File: config.mk
export PLATFORM = sky130hd
export DESIGN_NAME = kick_watchdog
export DESIGN_NICKNAME = d
export VERILOG_FILES = /design/src/rtl/wdt_pkg.sv /design/src/rtl/wdt_gate.sv /design/src/rtl/wdt_count.sv /design/src/rtl/wdt_pulse.sv /design/src/rtl/kick_watchdog.sv
export SDC_FILE = /design/constraint.sdc
export NUM_CORES = 1
export LEC_CHECK = 0
export BUFFER_PORTS_ARGS = -buffer_cell sky130_fd_sc_hd__buf_2
export CAP_MARGIN = 0
export CELL_PAD_IN_SITES_DETAIL_PLACEMENT = 1
export CELL_PAD_IN_SITES_GLOBAL_PLACEMENT = 1
export CORE_ASPECT_RATIO = 1.1
export CORE_MARGIN = 2
export CORE_UTILIZATION = 43
export DETAILED_ROUTE_END_ITERATION = 8
export PLACE_DENSITY = 0.71
export SLEW_MARGIN = 5
export SYNTH_ARGS = -nofsm -noshare
export SYNTH_HDL_FRONTEND = slang
export SYNTH_SLANG_ARGS = --single-unit
File: constraint.sdc
create_clock -name clk -period 2.1 [get_ports clk]
set_input_delay 0.42 -clock clk [delete_from_list [all_inputs] [get_ports clk]]
set_output_delay 0.42 -clock clk [all_outputs]
set_load 0.005 [all_outputs]
File: src/rtl/wdt_pkg.sv
package wdt_pkg;
  // Next count value; clear and wrap both return to zero
  function automatic logic [31:0] wdt_step(input logic [31:0] cnt,
                                           input logic adv,
                                           input logic clr,
                                           input logic wrap);
    if (clr || wrap) return 32'd0;
    if (adv)         return cnt + 32'd1;
    return cnt;
  endfunction

  // Terminal test: the advancing tick completes the period
  function automatic logic wdt_last(input logic [31:0] cnt,
                                    input logic adv,
                                    input logic [31:0] limit);
    return adv && (cnt == limit - 32'd1);
  endfunction
endpackage

File: src/rtl/wdt_gate.sv
module wdt_gate (
  input  logic tick_i,
  input  logic kick_i,
  input  logic wdog_off_i,
  input  logic pwr_down_i,
  input  logic sys_rst_i,
  output logic active_o,
  output logic clear_o,
  output logic adv_o
);
  // Running only when neither disabled nor powered down
  assign active_o = !wdog_off_i && !pwr_down_i;
  // Kick, system reset or an idle watchdog all force the count to zero
  assign clear_o  = sys_rst_i || kick_i || !active_o;
  assign adv_o    = tick_i && !clear_o;
endmodule

File: src/rtl/wdt_count.sv
module wdt_count #(
  parameter int unsigned TIMEOUT_TICKS = 65536,
  localparam int unsigned CNT_W = (TIMEOUT_TICKS > 2) ? $clog2(TIMEOUT_TICKS) : 1
) (
  input  logic             clk,
  input  logic             rst_n,
  input  logic             clear_i,
  input  logic             adv_i,
  output logic [CNT_W-1:0] cnt_o,
  output logic             expire_o
);
  import wdt_pkg::*;

  logic [CNT_W-1:0] cnt_q;
  logic [31:0]      cnt_ext;
  logic [31:0]      cnt_nxt;

  assign cnt_ext  = 32'(cnt_q);
  assign expire_o = wdt_last(cnt_ext, adv_i, TIMEOUT_TICKS);
  assign cnt_nxt  = wdt_step(cnt_ext, adv_i, clear_i, expire_o);

  always_ff @(posedge clk or negedge rst_n) begin
    if (!rst_n) cnt_q <= '0;
    else        cnt_q <= cnt_nxt[CNT_W-1:0];
  end

  assign cnt_o = cnt_q;
endmodule

File: src/rtl/wdt_pulse.sv
module wdt_pulse (
  input  logic clk,
  input  logic rst_n,
  input  logic expire_i,
  output logic req_o
);
  always_ff @(posedge clk or negedge rst_n) begin
    if (!rst_n) req_o <= 1'b0;
    else        req_o <= expire_i;
  end
endmodule

File: src/rtl/kick_watchdog.sv
module kick_watchdog #(
  parameter int unsigned TIMEOUT_TICKS = 65536,
  localparam int unsigned CNT_W = (TIMEOUT_TICKS > 2) ? $clog2(TIMEOUT_TICKS) : 1
) (
  input  logic clk,
  input  logic rst_n,
  input  logic tick_i,
  input  logic kick_i,
  input  logic wdog_off_i,
  input  logic pwr_down_i,
  input  logic sys_rst_i,
  output logic rst_req_o
);
  // Named internal events, brought out for the checker
  logic             active_w;
  logic             clear_w;
  logic             adv_w;
  logic             expire_w;
  logic [CNT_W-1:0] cnt_w;

  wdt_gate u_gate (
    .tick_i     (tick_i),
    .kick_i     (kick_i),
    .wdog_off_i (wdog_off_i),
    .pwr_down_i (pwr_down_i),
    .sys_rst_i  (sys_rst_i),
    .active_o   (active_w),
    .clear_o    (clear_w),
    .adv_o      (adv_w)
  );

  wdt_count #(.TIMEOUT_TICKS(TIMEOUT_TICKS)) u_count (
    .clk      (clk),
    .rst_n    (rst_n),
    .clear_i  (clear_w),
    .adv_i    (adv_w),
    .cnt_o    (cnt_w),
    .expire_o (expire_w)
  );

  wdt_pulse u_pulse (
    .clk      (clk),
    .rst_n    (rst_n),
    .expire_i (expire_w),
    .req_o    (rst_req_o)
  );
endmodule

Yosys cells after proc, flatten, opt, wreduce, memory -nomap -nowiden
Index checks and enable logic that the tools add are counted.
{"block": "word_totals", "romBits": 0, "in_bits": 7, "out_inout_bits": 1, "latchBits": 0, "n_memories": 0, "reg_bits": 17, "mem_bits_rw": 0, "wordCells": 22}
{"block": "classes", "add_sub_neg": 1, "bitwise_logic": 0, "div_mod_pow": 0, "muxes": 7, "reduce_logical": 11, "shifts": 0, "mul": 0, "n_eq_ne": 1, "magnitude_cmp": 0}
{"cell": "two-way mux 16 bit", "count": 4}
{"cell": "adder 16 x 1 -> 16 bit, second input constant", "count": 1}
{"cell": "== test 16 bit, second input constant", "count": 1}
{"cell": "logical NOT 1 bit", "count": 4}
{"cell": "logical AND 1 bit", "count": 3}
{"cell": "logical OR 1 bit", "count": 3}
{"cell": "two-way mux 1 bit", "count": 3}
{"cell": "nonzero test 2 bit", "count": 1}

Depth between registers and ports, before layout
{"block": "logic_depth", "depth_word": 12, "ltp_mapped": 6, "ltp_nobuf": 5}

By module
From an unflattened synthesis, not the netlist that was laid out.
{"block": "unflattened", "hier_cells": 86, "area_unflattened_um2": 853.3}
{"mod": "wdt_count", "area_per_inst_um2": 803.3, "cells_per_inst": 81, "seq_area_each_um2": 400.4, "instances": 1}
{"mod": "wdt_gate", "area_per_inst_um2": 25.0, "cells_per_inst": 4, "seq_area_each_um2": 0.0, "instances": 1}
{"mod": "wdt_pulse", "area_per_inst_um2": 25.0, "cells_per_inst": 1, "seq_area_each_um2": 25.0, "instances": 1}

Least setup slack after synthesis
Ideal clock, no wire load.
{"block": "synth_timing", "kind": "input port to flip-flop", "startpoint": "input kick_i", "endpoint": "register u_count.cnt_q[12] (netlist: u_count.cnt_o[12])", "path_buffers": 1, "cell_stages": 5, "t_required_ns": 2.022, "setup_ns": 0.078, "setup_slack_ns": 0.017, "arrival_ns": 2.005, "cell_sequence": "or4_4 -> or4_1 -> buf_2 -> or3_1 -> a21oi_1"}
{"block": "synth_between", "elab_chain_len": 8, "elab_cells_between_ends": 13, "cone_classes": "6 x mux; 7 x reduce/logical"}
{"item": "start: declaration", "line_no": "kick_watchdog.sv:8", "source": "input logic kick_i,"}
{"item": "logical OR 1 bit (*) (2 in series)", "line_no": "wdt_gate.sv:14", "source": "assign clear_o = sys_rst_i || kick_i || !active_o;"}
{"item": "logical NOT 1 bit", "line_no": "wdt_gate.sv:15", "source": "assign adv_o = tick_i && !clear_o;"}
{"item": "logical AND 1 bit", "line_no": "wdt_gate.sv:15"}
{"item": "logical AND 1 bit", "line_no": "wdt_pkg.sv:16", "source": "return adv && (cnt == limit - 32'd1);"}
{"item": "logical OR 1 bit", "line_no": "wdt_pkg.sv:7", "source": "if (clr || wrap) return 32'd0;"}
{"item": "two-way mux 1 bit", "line_no": "wdt_pkg.sv:7"}
{"item": "two-way mux 16 bit or nonzero test 2 bit (tied branches)"}
{"item": "end signal: assignment", "line_no": "wdt_count.sv:24", "source": "else cnt_q <= cnt_nxt[CNT_W-1:0];"}
{"item": "end: declaration", "line_no": "wdt_count.sv:14", "source": "logic [CNT_W-1:0] cnt_q;"}
Every way passes the cells marked *; elsewhere a longest branch is shown, timed or not. The select of a mux whose other input is x is not followed.
A chain may end at the register's enable or synchronous reset.

Worst setup path in the final report
{"block": "layout_timing", "startpoint": "input kick_i", "endpoint": "register u_count.cnt_q[13] (netlist: u_count.cnt_o[13])"}
Same word-level chain as after synthesis.

==> metrics.md <==
| Metric | Value |
|---|---|
| Mapped cell area | `between 800 and 900 um2` |
| Drt first pass iters | `2` |
| Wire per inst | `between 10 and 15 um` |
| Slew Viols, Final | `0` |
| Hold Vio Cnt, Final | `0` |
| Area growth, synth to finish | `16.0%` |
| Synthesized flop and latch total | `17` |
| Nets | `about 110` |
| Crit path from | `kick_i` |
| Outcome | `completed` |
| Die area | `2330 um2` |
| Die Span Y | `a little over 50 um` |
| Reg2reg start | `u_count.cnt_o[3]` |
| Dpl cell area | `about 950 um2` |
| Cell leakage power | `~0.36 nW` |
| Clock root buffer | `clkbuf_4` |
| Io pins | `8` |
| Mapped Avg Cell Area | `roughly 9.5 um2` |
| Post-Route WL | `roughly 1900 um` |
| Minimum clock period | `a little under 2 ns` |
| CP Max Fanout | `6` |
| DRC violations left | `0` |
| Vias | `between 700 and 800` |
| Critical Path Start Type | `input pin` |
| Critical Path RT | `2.32 ns` |
| Post-synthesis cell type count | `21` |
| Clock transition at path regs | `about 0.1 ns` |
| Layout cells sized above 1 | `between 10% and 20%` |
| Number of setup violations in the final report | `0` |
| Max H-tree Level | `1` |
| PostCTS Resize Cnt | `0` |
| Slew @ Worst Pin | `approximately 0.45 ns` |
| Longest Clk Path Bufs | `2` |
| Reg2Reg Depth | `4` |
| Cells after synthesis | `between 80 and 90` |
| CTS tree | `done` |
| DRT iter0 DRCs | `4` |
| Antenna violations before repair | `0` |
| Initial Util | `46.2%` |
| Final RePlAce weighted congestion | `0.743` |
| Dpl hpwl | `approximately 1400 um` |
| Worst hold slack | `between 0.03 and 0.04 ns` |
| Via-to-Cell Ratio | `between 5 and 6` |
| Die W | `approximately 46 um` |
| Crit. End Element | `flip-flop` |
| Max_slew headroom | `70.1%` |
| RSZ-0062 raised after global routing | `no` |
| Final ANT Viol Nets | `0` |
| CTS Hold Buffers Added | `0` |
| Core Rows | `16` |
| Skew final | `between 0.005 and 0.006 ns` |
| Global-route wire length before repair | `3360 um` |
| Grt total ovfl | `0` |
| Antenna Cells | `0` |
| Synth Warn # | `0` |
| Fin crit share | `approximately 93%` |
| Max Clk Rate | `~0.51 GHz` |
| Syn nets | `97` |
| Reg-to-reg critical path endpoint | `u_count.cnt_o[13]` |
| PwrDens | `between 500 and 600 nW/um2` |
| # clock sinks | `17` |
| Area leader, netlist | `dfrtp_1` |
| Skew-Pair Late Insertion Delay | `~0.29 ns` |
| PortBufs | `7` |
| Setup repair bufs after CTS | `0` |
| Final Cell Area | `a little under 1000 um2` |
| Hold Path Class | `in2async` |
| Largest net degree at the start of global routing | `18` |
| CP endpoint | `u_count.cnt_o[13]` |
| Overall Power | `approximately 0.53 mW` |
| Total GRT Usage | `between 15 and 20%` |
| Worst reg2reg setup slack | `0.28 ns` |
| Yosys top cell area share | `between 50 and 60%` |
| Top post-synthesis cells by area | `dfrtp_1, xnor2_1, nor2_1` |
| Max cap viols | `0` |
| CP Class | `in2reg` |
| Cts bufs inserted | `3` |
| Peak supply drop | `0.446 mV` |
| Vias in the first global route | `around 760` |
| Register area share after synthesis | `between 50% and 60%` |
| Worst EP arrival | `2.17 ns` |
| CORE AREA | `about 1800 um2` |
-- through the flow --
step | setup TNS, ns | instances | setup slack [ns] | utilization (%)
after floorplan | 0 | 89 | 0.0169 | -
after global placement | -0.401 | 127 | -0.0923 | 52.2
after detailed placement | -0.675 | 127 | -0.173 | 52.2
after CTS | 0 | 131 | 0.141 | 53.6
after global routing | 0 | 131 | 0.0769 | 53.6
final | 0 | 131 | 0.156 | 53.6
-- cell usage in the layout (no fill, tap or decap) --
cell / netlist / layout
nor3_1: 4 / 4
ha_1: 1 / 1
or4_1: 2 / 2
xor2_1: 2 / 2
o21ai_0: 6 / 6
mux2i_1: 1 / 1
nor2_1: 12 / 12
a21oi_1: 6 / 6
and4_1: 1 / 1
inv_1: 2 / 2
xnor2_1: 7 / 7
nor4_1: 3 / 3
buf_2: 1 / 7
or4_4: 1 / 1
a21o_1: 1 / 1
nand2_1: 4 / 4
or3_1: 6 / 6
nand3_1: 5 / 5
buf_4: 0 / 7
dfrtp_1: 17 / 17
clkbuf_1: 2 / 1
clkbuf_4: 0 / 3
nand4_1: 5 / 5
-- worst min-delay path by stage --
stage | to | slack (ns) | cells past startpoint
floorplan | u_count.cnt_o[0] | 0.12 | 0
global placement | u_count.cnt_o[15] | 0.36 | 1
detailed placement | u_count.cnt_o[15] | 0.37 | 1
CTS | u_count.cnt_o[13] | 0.04 | 1
global route | u_count.cnt_o[13] | 0.05 | 1
finish | u_count.cnt_o[13] | 0.03 | 1
-- metal layers --
metal | up-vias | part of all wire, % | GRT usage [%]
li1 | 350 | - | -
met1 | 350 | 45 | 25.1
met2 | 6 | 52 | 32.6
met3 | 4 | 1.4 | 3.24
met4 | 0 | 1.2 | 8.57
met5 | - | 0 | 0
-- synthesized netlist by cell type --
cell      count
nand3_1       5
buf_2         1
xnor2_1       7
or4_4         1
nor2_1       12
nand4_1       5
nand2_1       4
nor4_1        3
ha_1          1
xor2_1        2
or4_1         2
mux2i_1       1
o21ai_0       6
clkbuf_1      2
or3_1         6
a21o_1        1
and4_1        1
a21oi_1       6
dfrtp_1      17
inv_1         2
nor3_1        4
-- cells by family (layout without fill, tap and decap cells) --
group,count (synthesis),after routing,synth area share (%)
mux,1,1,1.19
compound gates,13,13,8.02
simple gates,43,43,27.0
flops,17,17,50.5
buf+inv,5,20,2.38
fa+ha+maj,1,1,1.49
xor+xnor,9,9,9.36
-- worst max-delay path, cell delays in order --
cell     delay (ns)
buf_2          0.10
or4_4          0.55
or4_1          0.57
or3_1          0.38
a21oi_1        0.15
-- power breakdown --
group	switching (mW)	internal, mW	total (mW)
logic	0.0133	0.00754	0.0208
clock network	0.103	0.0739	0.177
registers	0.000308	0.327	0.328
-- state kept, by name, indices dropped and copies added (netlist names) --
signal,flops
u_count.cnt_o,16
u_pulse.req_o,1
-- area by class of cell --
type	count	area, um2
timing repair buffer	14	87.6
fill	215	845
multi-input combinational	67	397
clock buffer	4	26.3
sequential	17	425
tap	27	33.8
inverter	2	7.51
Power figures use the tool's default switching activity.
